[src/rtl/piso_pkg.sv]
package piso_pkg;

    typedef enum logic [1:0] {
        OP_HOLD  = 2'd0,
        OP_LOAD  = 2'd1,
        OP_SHIFT = 2'd2
    } piso_op_e;

endpackage

[src/rtl/piso_sync.sv]
module piso_sync #(
    parameter int             N      = 3,
    parameter int             STAGES = 2,
    parameter logic [N-1:0]   RST_V  = '0
) (
    input  logic         clk_i,
    input  logic         rst_ni,
    input  logic [N-1:0] d_i,
    output logic [N-1:0] q_o
);

    typedef struct packed {
        logic [STAGES-1:0][N-1:0] chain;
    } sync_t;

    sync_t st_d, st_q;

    always_comb begin
        st_d = st_q;
        st_d.chain[0] = d_i;
        for (int s = 1; s < STAGES; s++) begin
            st_d.chain[s] = st_q.chain[s-1];
        end
    end

    always_ff @(posedge clk_i) begin
        if (!rst_ni) begin
            for (int s = 0; s < STAGES; s++) begin
                st_q.chain[s] <= RST_V;
            end
        end else begin
            st_q <= st_d;
        end
    end

    assign q_o = st_q.chain[STAGES-1];

endmodule

[src/rtl/piso_edge.sv]
module piso_edge (
    input  logic clk_i,
    input  logic rst_ni,
    input  logic a_i,
    input  logic b_i,
    output logic rise_o
);

    typedef struct packed {
        logic gate;
    } edge_t;

    edge_t st_d, st_q;
    logic  gate;

    always_comb begin
        gate      = a_i | b_i;
        st_d      = st_q;
        st_d.gate = gate;
        rise_o    = gate & ~st_q.gate;
    end

    always_ff @(posedge clk_i) begin
        if (!rst_ni) begin
            st_q.gate <= 1'b1;
        end else begin
            st_q <= st_d;
        end
    end

    // a pin held high for two samples blocks any strobe
    a_r4_inhibit_blocks: assert property (@(posedge clk_i) disable iff (!rst_ni)
        ((b_i && $past(b_i)) || (a_i && $past(a_i))) |-> !rise_o);

endmodule

[src/rtl/piso_shift.sv]
module piso_shift
    import piso_pkg::*;
#(
    parameter int WIDTH = 8
) (
    input  logic             clk_i,
    input  logic             rst_ni,
    input  logic             load_i,
    input  logic             step_i,
    input  logic [WIDTH-1:0] par_i,
    input  logic             ser_i,
    output logic [WIDTH-1:0] regs_o
);

    typedef struct packed {
        logic [WIDTH-1:0] regs;
    } core_t;

    core_t    st_d, st_q;
    piso_op_e op;

    always_comb begin
        if (load_i) begin
            op = OP_LOAD;
        end else if (step_i) begin
            op = OP_SHIFT;
        end else begin
            op = OP_HOLD;
        end
        st_d = st_q;
        unique case (op)
            OP_LOAD:  st_d.regs = par_i;
            OP_SHIFT: st_d.regs = {st_q.regs[WIDTH-2:0], ser_i};
            default:  st_d.regs = st_q.regs;
        endcase
    end

    always_ff @(posedge clk_i) begin
        if (!rst_ni) begin
            st_q.regs <= '0;
        end else begin
            st_q <= st_d;
        end
    end

    assign regs_o = st_q.regs;

    // load wins regardless of strobe and serial input
    a_r2_load_copies: assert property (@(posedge clk_i) disable iff (!rst_ni)
        load_i |=> (regs_o == $past(par_i)));

    // shift direction, stage 0 takes serial input
    a_r1_shift_dir: assert property (@(posedge clk_i) disable iff (!rst_ni)
        (step_i && !load_i) |=> (regs_o == {$past(regs_o[WIDTH-2:0]), $past(ser_i)}));

    // no load and no strobe keeps every stage
    a_r4_hold: assert property (@(posedge clk_i) disable iff (!rst_ni)
        (!step_i && !load_i) |=> $stable(regs_o));

    // leaving reset finds all stages cleared
    a_r7_reset_clear: assert property (@(posedge clk_i) disable iff (!rst_ni)
        $rose(rst_ni) |-> (regs_o == '0));

endmodule

[src/rtl/gated_piso.sv]
module gated_piso
    import piso_pkg::*;
#(
    parameter int WIDTH       = 8,
    parameter int SYNC_STAGES = 2
) (
    input  logic             clk_i,
    input  logic             rst_ni,
    input  logic             ck_a_i,
    input  logic             ck_b_i,
    input  logic             load_ni,
    input  logic [WIDTH-1:0] par_i,
    input  logic             ser_i,
    output logic             q_o,
    output logic             qn_o
);

    localparam int         NSYNC   = 3;
    localparam logic [2:0] SYNC_RV = 3'b111;

    logic [NSYNC-1:0] raw, synced;
    logic             step;
    logic             load_act;
    logic [WIDTH-1:0] regs;

    assign raw = {load_ni, ck_b_i, ck_a_i};

    piso_sync #(
        .N      (NSYNC),
        .STAGES (SYNC_STAGES),
        .RST_V  (SYNC_RV)
    ) u_sync (
        .clk_i  (clk_i),
        .rst_ni (rst_ni),
        .d_i    (raw),
        .q_o    (synced)
    );

    piso_edge u_edge (
        .clk_i  (clk_i),
        .rst_ni (rst_ni),
        .a_i    (synced[0]),
        .b_i    (synced[1]),
        .rise_o (step)
    );

    assign load_act = ~synced[2];

    piso_shift #(
        .WIDTH (WIDTH)
    ) u_core (
        .clk_i  (clk_i),
        .rst_ni (rst_ni),
        .load_i (load_act),
        .step_i (step),
        .par_i  (par_i),
        .ser_i  (ser_i),
        .regs_o (regs)
    );

    assign q_o  = regs[WIDTH-1];
    assign qn_o = ~regs[WIDTH-1];

    // complementary outputs seen at the ports
    a_r6_complement: assert property (@(posedge clk_i) disable iff (!rst_ni)
        qn_o != q_o);

endmodule

[config.mk]
export PLATFORM = sky130hd
export DESIGN_NAME = gated_piso
export DESIGN_NICKNAME = d
export VERILOG_FILES = /design/src/rtl/piso_pkg.sv /design/src/rtl/piso_sync.sv /design/src/rtl/piso_edge.sv /design/src/rtl/piso_shift.sv /design/src/rtl/gated_piso.sv
export SDC_FILE = /design/constraint.sdc
export NUM_CORES = 1
export LEC_CHECK = 0
export ABC_CLOCK_PERIOD_IN_PS = 1100
export CORE_MARGIN = 2
export CORE_UTILIZATION = 25
export CTS_BUF_LIST = sky130_fd_sc_hd__clkbuf_8 sky130_fd_sc_hd__clkbuf_16
export CTS_CLUSTER_SIZE = 20
export DETAILED_ROUTE_END_ITERATION = 12
export DONT_BUFFER_PORTS = 1
export GPL_ROUTABILITY_DRIVEN = 0
export PLACE_DENSITY_LB_ADDON = 0.3
export SLEW_MARGIN = 40
export SYNTH_ARGS = -nofsm -noshare
export SYNTH_HDL_FRONTEND = slang
export SYNTH_SLANG_ARGS = --single-unit
[constraint.sdc]
create_clock -name clk_i -period 1.1 [get_ports clk_i]
set_input_delay 0.11 -clock clk_i [delete_from_list [all_inputs] [get_ports clk_i]]
set_output_delay 0.11 -clock clk_i [all_outputs]
set_load 0.02 [all_outputs]
==> summary by stage, run 1 <==
Synthesis
For this run, the register share of the synthesized area comes to 55.4%. By instance count, the leading cell after synthesis is sky130_fd_sc_hd__nand2_1. The number of nets handed over by synthesis was 75. In this run, synthesis produced a sequential element count of 15.

The biggest area contributor in the post-synthesis netlist is sky130_fd_sc_hd__dfxtp_1. The most used flip-flop cell after synthesis is sky130_fd_sc_hd__dfxtp_1. In the post-synthesis netlist, the biggest area contributors are sky130_fd_sc_hd__dfxtp_1, sky130_fd_sc_hd__nand2_1, sky130_fd_sc_hd__a31oi_1, sky130_fd_sc_hd__o21ai_0, sky130_fd_sc_hd__nand2b_1.

Of the post-synthesis cell area, the dominant cell type holds 55.4%. Yosys printed 0 warnings. The average cell area after synthesis is 8.88 µm². The number of different library cells used by synthesis comes to 11.

The cell count after synthesis came out at 61. The count of flip-flops with a built-in enable after synthesis is 0. By count the netlist is led by sky130_fd_sc_hd__nand2_1, sky130_fd_sc_hd__dfxtp_1, sky130_fd_sc_hd__a31oi_1, sky130_fd_sc_hd__o21ai_0, sky130_fd_sc_hd__nand2b_1.

The post-synthesis cell area is 542 µm². The async set or reset register ratio after synthesis is 0%.

Critical path
The peak per-stage delay on the critical path is 330 ps. The category of the worst setup path capture point is a flop. The critical path goes through o21bai_2 > nand2_1 > a31oi_1. The critical path start-end classification is flop to flop. Grouping stages by cell kind, the critical path spends the most delay in compound AO/OA/AOI/OAI gates. Among all stages on the critical path, the largest delay is contributed by sky130_fd_sc_hd__dfxtp_1. The highest fanout seen on the critical path is 8. STA puts the critical path data arrival time at 1160 ps. The combined buffer and inverter count along the critical path is 0. The worst setup path is launched from a flop.

The required arrival time at the worst endpoint is 1270 ps.

Floorplanning
The site row count is 16. The core area is 2000 µm². The die extent in y is 50.6 µm. The width of the die is 50.6 µm. Once the floorplan was initialized, standard cells occupied 27.1% of the core. The die covers 2560 µm².

During I/O placement, the number of pins put on the boundary was 16.

Global routing
The number of antenna violations at the first check in global routing came to 0. The global router's overall resource usage is 9.79%. Global routing finished with a remaining overflow of 0. The maximum number of pins on one net before global-route repair is 17. The first global-routing pass estimated 1790 µm of wire. The via count of the first global-routing pass is 406.

Final layout
In the final layout, the multi-input gates occupy 216 µm². With fillers left out, the area of the finished cells amounts to 657 µm². The share of cells above drive strength 1 is 10.3%.

The repair_antennas step left the layout with diodes totalling 0. Summing all flip-flop and latch instances after layout gives 300 µm². The area growth from synthesis to final layout is 21.2%. The layout has 209 filler cells. The number of nets in the layout is 83. The number of non-filler instances in the completed layout is 95.

Timing
The hold slack is 13.0 ps. Setup violations remaining at the end of the flow were counted as 0. Once routing completed, OpenROAD measured the worst setup slack at 104 ps. Subtracting the final worst setup slack from the clock period gives 996 ps.

For the final routed database, the setup TNS stands at 0 ps. For the pin with the worst max-slew slack, the measured transition is 385 ps. The total count of max-transition violations in the final report is 0. The number of failing hold endpoints at the final stage is 0. The largest clock skew in the final design is 2.71 ps. Dividing the final minimum period by the clock period gives 90.5%. The normalized max-slew margin is 74.3%.

Setup repair after global routing left no endpoint under its margin. The maximum clock frequency is 1000 MHz.

Placed design
The total placed cells including tap cells is 87. The worst slack at placement is 96.6 ps. The placed wire-length estimate is 670 µm. The total placed instance area is 569 µm². The port buffer count is 0.

Detailed routing
The average wire length per cell after detail routing is 11.0 µm. The via-per-instance ratio is 4.53. The final layout contains routed wiring with a total length of 1040 µm.

The final routed DRC violation total is 0. The number of DRC violations after detailed-routing iteration 0 is 12. The detail route stage leaves a number of antenna-violating nets equal to 0.

Across all layers, the routed design uses 430 vias. Before antenna repair, the detailed router went through 4 iterations.

Clock tree
The maximum count of clock buffers along a single path is 2. The number of setup buffers added after CTS is 0. The count of clock tree sinks is 15. The clock edge transition at the registers on the reported setup and hold paths is 60 ps. In this run the number of H-tree levels came out at 1. The clock latency on the worst-skew pair is 240 ps.

The TritonCTS clock tree is done. The number of clock buffers added by TritonCTS is 3. The CTS root buffer is sky130_fd_sc_hd__clkbuf_8.

Worst hold path
The path class of the lowest-slack min-delay path is input pin to flop.

Run status
The run finished with clean final reports.

Power and ir drop
For this design the ratio of total power to cell area is 1630 nW/µm². For this design the static power due to leakage is 0.235 nW. The worst-case IR drop observed on VDD is 0.704 mV.

Flow run
The max capacitance violation total is 0.
## final cells by class
cell class / instances / area share [%]
clock buffer: 3 / 6.29
timing repair buffer: 6 / 8.76
sequential: 15 / 45.7
clock inverter: 1 / 0.571
multi-input combinational: 42 / 33.0
tap: 27 / 5.14
inverter: 1 / 0.571
## kinds of logic after synthesis
logic type	Yosys count	synth area share (%)
flip-flops	15	55.4
buffers and inverters	4	4.62
AO/OA/AOI/OAI	18	20.6
AND/OR/NAND/NOR	24	19.4
## state kept, by name (all words and copies together), names as in the netlist
register and flops:
u_core.regs_o 8, u_edge.st_q 1, u_sync.q_o 3, u_sync.st_d 3
## what timing repair did
action	CTS	global route
hold buffers	4	0
hold endpoints to repair	10	0
endpoints found under the setup margin	0	1
gates resized for setup	0	1
## metal layers
metal | vias up | track usage, % | share of wire, %
li1 | 219 | - | -
met1 | 195 | 11.9 | 49
met2 | 16 | 13.8 | 42
met3 | 0 | 6.85 | 9.0
met4 | 0 | 2.70 | 0
met5 | - | 0 | 0
## through the flow
step / util, % / total power, mW
after floorplan: - / 0.634
after global placement: 28.4 / 0.641
after detailed placement: 28.4 / 0.642
after CTS: 32.7 / 1.10
after global routing: 32.8 / 1.13
final: 32.8 / 1.07
## layout by cell type, fill, tap and decap left out, drive strengths merged
| master | instances |
|---|---|
| nand2 | 17 |
| dfxtp | 15 |
| o21ai | 8 |
| a31oi | 8 |
| nand2b | 6 |
| clkbuf | 3 |
| dlygate4sd3 | 3 |
| inv | 2 |
| buf | 2 |
| o21bai | 1 |
| o21ba | 1 |
| nor2 | 1 |
| dlymetal6s4s | 1 |
## worst paths after layout
check,slack (ps),to,depth (start not counted),from
worst max-delay path,100,u_core.regs_o[7],3,u_sync.q_o[1]
worst min-delay path,10,u_core.regs_o[7],2,rst_ni
worst max register to register,100,u_core.regs_o[7],3,u_sync.q_o[1]
worst min register to register,400,u_sync.q_o[0],1,u_sync.st_d[3]
## report_power, final
part,internal [mW],switching (mW),total (mW)
Sequential,0.570,0.0119,0.582
Combinational,0.0323,0.0324,0.0647
Clock,0.247,0.179,0.425
Note: power is estimated with default switching activity, not from simulation.
==> inputs of run 2 (changes only) <==
--- a/config.mk
+++ b/config.mk
@@ -6,7 +6,6 @@
 export NUM_CORES = 1
 export LEC_CHECK = 0
 export ABC_CLOCK_PERIOD_IN_PS = 1100
-export CORE_MARGIN = 2
 export CORE_UTILIZATION = 25
 export CTS_BUF_LIST = sky130_fd_sc_hd__clkbuf_8 sky130_fd_sc_hd__clkbuf_16
 export CTS_CLUSTER_SIZE = 20
==> constraint.sdc (replaced) <==
create_clock -name clk_i -period 1.1 [get_ports clk_i]
set_input_delay 0.22 -clock clk_i [delete_from_list [all_inputs] [get_ports clk_i]]
set_output_delay 0.22 -clock clk_i [all_outputs]
set_load 0.02 [all_outputs]
==> summary by stage, run 2 (same netlist as run 1, synthesis figures left out) <==
Run status
The flow ran to the end, and the final reports show no timing, DRC or antenna violations.

Final layout
In the layout the commonest cells are sky130_fd_sc_hd__nand2_1, sky130_fd_sc_hd__dfxtp_1, sky130_fd_sc_hd__o21ai_0, sky130_fd_sc_hd__a31oi_1, sky130_fd_sc_hd__nand2b_1. The repair_antennas step left the layout with diodes totalling 0. The area growth from synthesis to final layout is 13.6%. The utilization after layout is 30.8%. The number of nets in the layout is 79. The library cell used most frequently in the layout, excluding fill and tap cells, is sky130_fd_sc_hd__nand2_1.

The share of cells above drive strength 1 is 12.5%. The register with the most flip-flops in the layout has 8 of them. The number of non-filler instances in the completed layout is 91. The final instance area is 616 µm².

Timing
The normalized max-slew margin is 77.0%. The maximum clock frequency is 1000 MHz. The total count of max-transition violations in the final report is 0. The number of failing hold endpoints at the final stage was 0. Setup violations remaining at the end of the flow were counted as 0. The sum of negative setup slack is 0 ps.

The worst path meets setup with 102 ps of slack. The largest clock skew in the final design is 1.72 ps. Counting I/O delays and the setup requirement, the final critical path takes 998 ps. The final cycle utilization of the critical path is 90.8%. Setup repair after global routing left no endpoint under its margin. For the pin with the worst max-slew slack, the measured transition is 344 ps. Hold timing on the final database bottoms out at a slack of 38.4 ps.

Floorplanning
The count of boundary I/O pins is 16. The core region is 2000 µm². Once the floorplan was initialized, standard cells occupied 27.1% of the core. In this run the vertical extent of the chip is 48.6 µm. The die covers 2360 µm². The width of the die is 48.6 µm. The floorplan has 16 rows.

Placed design
The worst slack at placement is 102 ps. The placed wire-length estimate is 630 µm. The number of placed instances, taps included, is 87. Buffers placed on the I/O ports in this run total 0. The total placed instance area is 569 µm².

Clock tree
In this run the clock root is driven by a sky130_fd_sc_hd__clkbuf_8. The number of setup buffers added after CTS is 0. The depth of the CTS H-tree is 1. Hold repair after CTS inserted 0 buffers. The count of clock tree sinks is 15. After clock tree synthesis, the repair step resized 0 gates. Counting the buffers created by CTS gives 3. The longest clock path from root to sink contains 2 buffers.

Clock latency on the worst-skew pair, taken at its later pin, is 240 ps. The TritonCTS clock tree is done. The clock edge transition at the registers on the reported setup and hold paths is 60 ps.

Global routing
The number of antenna violations at the first check in global routing was 0. The first global-routing pass estimated 1610 µm of wire. The via count of the first global-routing pass came to 396.

Global routing finished with a remaining overflow of 0. Entering global routing, the biggest net connects 17 pins. Global routing used 9.06% of the available tracks across all layers.

Critical path
The data arrival time at the worst-slack endpoint is 1170 ps. The critical path start-end classification is flop to flop. At the worst endpoint, the required time is 1270 ps. The category of the worst setup path capture point is a flop.

STA classifies the critical path startpoint as a flop. Of all nets on the critical path, the largest fanout is 8.

Worst hold path
The min-delay analysis places its worst path in the category input pin to flop.

Detailed routing
In this run the remaining antenna-violating nets after routing total 0. The total number of vias is 408. The wire length reported by the detailed router is 868 µm.

The final routed DRC violation total is 0. The number of iterations in the first detailed-routing pass is 4. In the routed layout, each cell is associated on average with a via count of 4.48. The number of DRC violations after detailed-routing iteration 0 is 7. The average wire length per cell after detail routing is 9.54 µm.

Power and ir drop
Summed over all cells, the static leakage comes to 0.208 nW. Across the VDD grid, the largest voltage drop is 0.717 mV. Summing internal, switching and leakage power gives 1.05 mW.

Dividing total power by cell area gives a power density of 1710 nW/µm².

Flow run
The max capacitance violation total is 0.
[run 2: final cells by class]
cell class	count	area, µm²
fill	229	1390
sequential	15	300
multi-input combinational	42	216
clock buffer	3	41.3
tap	27	33.8
timing repair buffer	2	15.0
clock inverter	1	5.00
inverter	1	3.75
[run 2: power breakdown]
group	total (mW)	leakage [nW]	switching (mW)	internal [mW]
clock	0.426	0.0255	0.176	0.250
combinational	0.0476	0.0590	0.0250	0.0226
sequential	0.581	0.123	0.0112	0.570
[run 2: per-layer routing]
layer | track usage [%] | part of all wire, %
met1 | 10.2 | 46
met3 | 7.86 | 12
met5 | 0 | 0
met4 | 1.47 | 0
met2 | 13.1 | 41
[run 2: worst paths after layout]
kind              cells after the start          endpoint  slack (ps)           start
setup / recovery                      3  u_core.regs_o[3]         100   u_sync.q_o[1]
hold / removal                        1       u_edge.st_q          40          rst_ni
setup reg to reg                      3  u_core.regs_o[3]         100   u_sync.q_o[1]
hold reg to reg                       1     u_sync.q_o[2]         400  u_sync.st_d[5]
[run 2: critical path, cell delays in order (launching register included)]
cell                       delay (ps)
sky130_fd_sc_hd__dfxtp_1          330
sky130_fd_sc_hd__o21bai_2         320
sky130_fd_sc_hd__nand2_1          100
sky130_fd_sc_hd__a31oi_1          170
